===== config.mk =====
export PLATFORM = sky130hd
export DESIGN_NAME = irq_ctl_top
export DESIGN_NICKNAME = d
export VERILOG_FILES = /design/src/rtl/irq_ctl_pkg.sv /design/src/rtl/irq_shared_latch.sv /design/src/rtl/irq_prio_enc.sv /design/src/rtl/irq_cpu_slice.sv /design/src/rtl/irq_ctl_top.sv
export SDC_FILE = /design/constraint.sdc
export NUM_CORES = 1
export LEC_CHECK = 0
export ABC_AREA = 1
export BUFFER_PORTS_ARGS = -buffer_cell sky130_fd_sc_hd__buf_2
export CAP_MARGIN = 20
export CORE_MARGIN = 5
export CORE_UTILIZATION = 45
export CTS_CLUSTER_SIZE = 12
export DETAILED_ROUTE_END_ITERATION = 7
export PLACE_DENSITY_LB_ADDON = 0.3
export SKIP_LAST_GASP = 1
export SYNTH_ARGS = -nofsm -noshare
export SYNTH_HDL_FRONTEND = slang
export SYNTH_HIERARCHICAL = 1
export SYNTH_SLANG_ARGS = --single-unit

===== constraint.sdc =====
create_clock -name clk -period 1.05 [get_ports clk]
set_input_delay 0 -clock clk [delete_from_list [all_inputs] [get_ports clk]]
set_output_delay 0 -clock clk [all_outputs]
set_load 0.1 [all_outputs]

===== src/rtl/irq_ctl_pkg.sv =====
package irq_ctl_pkg;
  localparam int NUM_SHARED = 4;
  localparam int MASK_W     = 4;
  localparam int LVL_W      = 4;

  // shared source indices (src_in bit order)
  localparam int SRC_RESET = 0;
  localparam int SRC_VERT  = 1;
  localparam int SRC_HORZ  = 2;
  localparam int SRC_PWM   = 3;

  // mask bit positions
  localparam int MB_PWM  = 0;
  localparam int MB_CMD  = 1;
  localparam int MB_HORZ = 2;
  localparam int MB_VERT = 3;

  // request levels
  localparam logic [LVL_W-1:0] LVL_RESET = 4'd14;
  localparam logic [LVL_W-1:0] LVL_VERT  = 4'd12;
  localparam logic [LVL_W-1:0] LVL_HORZ  = 4'd10;
  localparam logic [LVL_W-1:0] LVL_CMD   = 4'd8;
  localparam logic [LVL_W-1:0] LVL_PWM   = 4'd6;
  localparam logic [LVL_W-1:0] LVL_NONE  = 4'd0;

  // processor register offsets
  localparam int OFF_STATUS  = 'h00;
  localparam int OFF_MASK_B  = 'h01;
  localparam int OFF_CLR_RST = 'h14;
  localparam int OFF_CLR_VRT = 'h16;
  localparam int OFF_CLR_HRZ = 'h18;
  localparam int OFF_CLR_CMD = 'h1a;
  localparam int OFF_CLR_PWM = 'h1c;

  // status word bit positions
  localparam int STAT_FM_BIT  = 15;
  localparam int STAT_AEN_BIT = 9;
endpackage


===== src/rtl/irq_shared_latch.sv =====
module irq_shared_latch #(
  parameter int N = 4
) (
  input  logic         clk,
  input  logic         rst_n,
  input  logic [N-1:0] src_in,
  input  logic [N-1:0] clr,
  output logic [N-1:0] pend
);
  logic [N-1:0] src_q;
  logic [N-1:0] pend_q;
  logic [N-1:0] pend_d;

  for (genvar k = 0; k < N; k++) begin : g_src
    logic rise;
    assign rise = src_in[k] & ~src_q[k];
    // a new edge wins over a clear in the same cycle
    always_comb pend_d[k] = rise | (pend_q[k] & ~clr[k]);
  end

  always_ff @(posedge clk or negedge rst_n) begin
    if (!rst_n) begin
      src_q  <= '0;
      pend_q <= '0;
    end else begin
      src_q  <= src_in;
      pend_q <= pend_d;
    end
  end

  assign pend = pend_q;
endmodule


===== src/rtl/irq_prio_enc.sv =====
module irq_prio_enc
  import irq_ctl_pkg::*;
(
  input  logic [NUM_SHARED-1:0] shared_pend,
  input  logic                  cmd_pend,
  input  logic [MASK_W-1:0]     mask,
  output logic [LVL_W-1:0]      level
);
  always_comb begin
    level = LVL_NONE;
    if (shared_pend[SRC_RESET])
      level = LVL_RESET;
    else if (shared_pend[SRC_VERT] && mask[MB_VERT])
      level = LVL_VERT;
    else if (shared_pend[SRC_HORZ] && mask[MB_HORZ])
      level = LVL_HORZ;
    else if (cmd_pend && mask[MB_CMD])
      level = LVL_CMD;
    else if (shared_pend[SRC_PWM] && mask[MB_PWM])
      level = LVL_PWM;
  end
endmodule


===== src/rtl/irq_cpu_slice.sv =====
module irq_cpu_slice
  import irq_ctl_pkg::*;
(
  input  logic                  clk,
  input  logic                  rst_n,
  input  logic                  mask_we,
  input  logic [MASK_W-1:0]     mask_d,
  input  logic                  cmd_set,
  input  logic                  cmd_clr,
  input  logic [NUM_SHARED-1:0] shared_pend,
  output logic [MASK_W-1:0]     mask,
  output logic                  cmd_pend,
  output logic [LVL_W-1:0]      level
);
  logic [MASK_W-1:0] mask_q, mask_nx;
  logic              cmd_q, cmd_nx;

  always_comb begin
    mask_nx = mask_q;
    if (mask_we) mask_nx = mask_d;
    // raise wins over clear when both arrive together
    cmd_nx = cmd_set | (cmd_q & ~cmd_clr);
  end

  always_ff @(posedge clk or negedge rst_n) begin
    if (!rst_n) begin
      mask_q <= '0;
      cmd_q  <= 1'b0;
    end else begin
      mask_q <= mask_nx;
      cmd_q  <= cmd_nx;
    end
  end

  irq_prio_enc u_enc (
    .shared_pend (shared_pend),
    .cmd_pend    (cmd_q),
    .mask        (mask_q),
    .level       (level)
  );

  assign mask     = mask_q;
  assign cmd_pend = cmd_q;
endmodule


===== src/rtl/irq_ctl_top.sv =====
module irq_ctl_top
  import irq_ctl_pkg::*;
#(
  parameter int N_CPU        = 2,
  parameter int HOST_AW      = 6,
  parameter int HOST_DW      = 8,
  parameter int CPU_AW       = 8,
  parameter int CPU_DW       = 16,
  parameter int HOST_CMD_OFF = 3,
  localparam int ID_W        = (N_CPU > 1) ? $clog2(N_CPU) : 1
) (
  input  logic                    clk,
  input  logic                    rst_n,
  input  logic                    frame_mode,
  input  logic                    host_wr,
  input  logic [HOST_AW-1:0]      host_addr,
  input  logic [HOST_DW-1:0]      host_wdata,
  input  logic                    cpu_wr,
  input  logic                    cpu_wr_word,
  input  logic [ID_W-1:0]         cpu_id,
  input  logic [CPU_AW-1:0]       cpu_addr,
  input  logic [CPU_DW-1:0]       cpu_wdata,
  input  logic [ID_W-1:0]         cpu_rd_id,
  input  logic [CPU_AW-1:0]       cpu_rd_addr,
  output logic [CPU_DW-1:0]       cpu_rdata,
  input  logic [NUM_SHARED-1:0]   src_in,
  output logic [N_CPU*LVL_W-1:0]  irq_level
);
  // reset: asserted asynchronously, released on a clock edge
  logic rst_meta, rst_n_sync;
  always_ff @(posedge clk or negedge rst_n) begin
    if (!rst_n) begin
      rst_meta   <= 1'b0;
      rst_n_sync <= 1'b0;
    end else begin
      rst_meta   <= 1'b1;
      rst_n_sync <= rst_meta;
    end
  end

  // write decode
  logic                  host_cmd_hit;
  logic                  word_wr, byte_wr;
  logic [NUM_SHARED-1:0] shared_clr;
  logic                  cmd_clr_hit;

  assign host_cmd_hit = host_wr && (host_addr == HOST_AW'(HOST_CMD_OFF));
  assign word_wr      = cpu_wr &&  cpu_wr_word;
  assign byte_wr      = cpu_wr && !cpu_wr_word;
  assign cmd_clr_hit  = word_wr && (cpu_addr == CPU_AW'(OFF_CLR_CMD));

  always_comb begin
    shared_clr            = '0;
    shared_clr[SRC_RESET] = word_wr && (cpu_addr == CPU_AW'(OFF_CLR_RST));
    shared_clr[SRC_VERT]  = word_wr && (cpu_addr == CPU_AW'(OFF_CLR_VRT));
    shared_clr[SRC_HORZ]  = word_wr && (cpu_addr == CPU_AW'(OFF_CLR_HRZ));
    shared_clr[SRC_PWM]   = word_wr && (cpu_addr == CPU_AW'(OFF_CLR_PWM));
  end

  logic [NUM_SHARED-1:0] shared_pend;

  irq_shared_latch #(.N(NUM_SHARED)) u_shared (
    .clk    (clk),
    .rst_n  (rst_n_sync),
    .src_in (src_in),
    .clr    (shared_clr),
    .pend   (shared_pend)
  );

  logic [N_CPU*MASK_W-1:0] mask_flat;
  logic [N_CPU-1:0]        cmd_pend;

  for (genvar g = 0; g < N_CPU; g++) begin : g_cpu
    logic sel, mask_we;
    assign sel     = (cpu_id == ID_W'(g));
    assign mask_we = sel && ((word_wr && cpu_addr == CPU_AW'(OFF_STATUS)) ||
                             (byte_wr && cpu_addr == CPU_AW'(OFF_MASK_B)));

    irq_cpu_slice u_slice (
      .clk         (clk),
      .rst_n       (rst_n_sync),
      .mask_we     (mask_we),
      .mask_d      (cpu_wdata[MASK_W-1:0]),
      .cmd_set     (host_cmd_hit && host_wdata[g]),
      .cmd_clr     (cmd_clr_hit && sel),
      .shared_pend (shared_pend),
      .mask        (mask_flat[g*MASK_W +: MASK_W]),
      .cmd_pend    (cmd_pend[g]),
      .level       (irq_level[g*LVL_W +: LVL_W])
    );
  end

  // status readback
  always_comb begin
    cpu_rdata = '0;
    if (cpu_rd_addr == CPU_AW'(OFF_STATUS)) begin
      cpu_rdata[STAT_FM_BIT]  = frame_mode;
      cpu_rdata[STAT_AEN_BIT] = 1'b1;
      cpu_rdata[MASK_W-1:0]   = mask_flat[int'(cpu_rd_id)*MASK_W +: MASK_W];
    end
  end

  logic unused_data;
  assign unused_data = ^{cpu_wdata[CPU_DW-1:MASK_W], host_wdata[HOST_DW-1:N_CPU]};
endmodule


==> results.ini <==
[run_status]
outcome = finished with violations
violations = negative setup slack

[critical_path]
worstSetupPathType = register to output port
crit_arrival_ns = 1.29
crit_required_ns = 1.05
critical_path_peak_fanout = 3
path_delay_family = flip-flops
path_buf_inv = 2
crit_chain = nand2_1 -> inv_2 -> nand2_1 -> nand2_1 -> nand2_1 -> nand2_2 -> buf_12
crit_top_cell = nand2_1
crit_slowest_cell = dfrtp_1
start_kind = register
cp-end-kind = output port
critical_path.max_stage_delay_ns = 0.41

[synthesis]
syn_area_sq_um = 1250
synth-seq-cells = 20
avgSynthCellArea_sq_um = 6.71
synth.largest_area_cell = dfrtp_1
ys_seq_area_share_pct = 39.9
syn_inst = 187
ys_types = 17
synth_top_cell_area_share_pct = 39.9
yosys_warnings = 6
synth_area_leaders = dfrtp_1 (40%), nand2_1 (21%), buf_4 (7.2%)

[route]
drt_iter0_markers = 30
viasPerCell = 4.50
ant_nets = 0
vias = 1323
drt-wirelength-per-cell_microns = 11.1
drc = 0
dr.pass1.iters = 4
totalWireLength_mm = 3.26

[placed_design]
gp_congestion = 0.823
io_buffers = 51
place_hpwl_mm = 2.38
dp_cells = 272
postPlaceCellArea_sq_um = 1790

[cells_and_area]
nets = 322
fillers = 208
drive_gt1_share_pct = 42.2
multi_input_area_sq_um = 722
layout-area-overhead-vs-synth_pct = 66.3
n_antenna_cell = 0
fin_area_sq_um = 2090
instances_no_fill = 294
seqCellArea_sq_um = 505

[pwr]
ir_drop_mv = 1.05
power_density_nw_per_um2 = 924
p_leak_uw = 0.00110

[cts]
cts_max_path_buffers = 2
clkSlewWorstSetupHoldPaths_ns = 0.12
cts.sinks = 20
cts_buffers = 3
h-tree-depth = 1
cts_tree = built
clk_latency_ns = 0.30
root_buffer = clkbuf_4

[sta]
period_share_pct = 123
finalMaxSlewViolations = 0
max_freq_mhz = 774
rsz0062_at_grt = yes
layout_setup_ws_ns = -0.242
fin_skew_ns = 0.0101
timing.hold.ws_ns = 0.0332
post-route-min-period_ns = 1.29
setup_viol = 10
hold_viol = 0

[floorplanning]
core-area_sq_um = 2710
pin_count = 82
die_width_microns = 62.8
initial_core_util_pct = 46.3
die_area_sq_um = 3950
die_h_microns = 62.8
row_count = 19

[min_path]
hold_path_class = input port to register

[grt]
grt_first_pass_wirelength_mm = 5.43
first_global_vias = 1347
antenna_found_initial = 0
grt_max_degree = 19
grt.total_usage_pct = 16.5
overflow = 0

[run]
max_cap_viol_count = 0

## cells by family (layout without fill, tap and decap cells)
group	count (synthesis)	after routing	share of synthesized area, %
flip-flops	20	20	39.9
AND/OR/NAND/NOR	114	114	38.7
other	4	13	1.20
buffers and inverters	43	110	16.5
AO/OA/AOI/OAI	6	6	3.79
## registers in the layout, summed over array words and instances (netlist names)
| register | flops |
|---|---|
| u_shared/src_q | 4 |
| g_cpu.u_slice/cmd_pend | 2 |
| rst_n_sync | 1 |
| g_cpu.u_slice/mask | 8 |
| rst_meta | 1 |
| u_shared/pend | 4 |
## metrics by stage
| stage | TNS (ns) | power [uW] | worst slack, ns | util [%] |
|---|---|---|---|---|
| after floorplan | -0.860 | 1160 | -0.252 | - |
| after global placement | 0 | 1240 | 0.0339 | 66.2 |
| after global routing | -2.56 | 2020 | -0.329 | 77.0 |
| after detailed placement | 0 | 1250 | 0.0233 | 66.2 |
| after CTS | -2.03 | 1930 | -0.240 | 75.2 |
| final | -1.92 | 1930 | -0.242 | 77.0 |
## layer usage
layer	global-route usage (%)	routed length, microns	up-vias
met1	17.4	1180	596
li1	-	-	673
met2	30.8	1760	48
met4	6.63	49	0
met5	0	0	-
met3	3.96	258	6
## where the power goes
part           switching, uW  internal (uW)  total, uW
clock network            243            386        629
registers               24.7            801        826
logic                    327            146        473
## cells in the mapped netlist
master,instances
inv_2,7
conb_1,4
nor2_2,3
nand2_1,69
nand2_2,8
nor2_4,1
nand4_1,2
a21boi_0,4
nor2_1,23
a21oi_2,2
inv_1,24
nor3_1,1
nand3_2,1
nor3b_1,1
buf_4,12
dfrtp_1,20
nand3_1,5
## final timing paths
path	start	endpoint	slack, ns	depth (start not counted)
worst max-delay path	u_shared/pend[3]	irq_level[1]	-0.24	7
worst min-delay path	host_addr[4]	g_cpu[0].u_slice/cmd_pend	0.03	6
worst max register to register	u_shared/pend[1]	u_shared/pend[1]	0.17	3
worst min register to register	rst_n_sync	u_shared/src_q[3]	0.20	1
max in group asynchronous	rst_n	rst_n_sync	0.41	3
min in group asynchronous	rst_n_sync	u_shared/src_q[3]	0.20	1
## layout by cell type (no fill, tap or decap)
| cell type | instances |
|---|---|
| nand3_1 | 2 |
| conb_1 | 13 |
| nor3b_1 | 1 |
| a21oi_4 | 2 |
| dfrtp_1 | 16 |
| dlygate4sd3_1 | 13 |
| dfrtp_2 | 4 |
| nand2_1 | 65 |
| a21boi_4 | 4 |
| inv_1 | 24 |
| nor3_1 | 1 |
| buf_2 | 39 |
| buf_6 | 1 |
| nor2_1 | 15 |
| buf_12 | 12 |
| inv_2 | 7 |
| nand2_2 | 12 |
| nand3_2 | 4 |
| buf_4 | 10 |
| nand4_1 | 2 |
| nor2_2 | 4 |
| clkbuf_4 | 3 |
| nor2_4 | 8 |
| bufinv_16 | 1 |
## worst register-to-register path, stage by stage, from the launching register on
cell and delay [ns]:
dfrtp_2 0.48, buf_4 0.16, nand2_1 0.07, nand2_1 0.06
## timing repair
item	CTS	global route
pin swaps	9	8
buffers inserted	4	2
hold endpoints to repair	20	0
hold buffers	13	0
gates resized for setup	14	6
endpoints found under the setup margin	10	10
## final cells by class
class | count | share of cell area [%]
clock buffer | 3 | 1.08
clock inverter | 1 | 1.44
inverter | 31 | 5.58
multi-input combinational | 133 | 34.6
sequential | 20 | 24.2
tap | 31 | 1.86
timing repair buffer | 75 | 31.2
(Power assumes the default switching activity.)
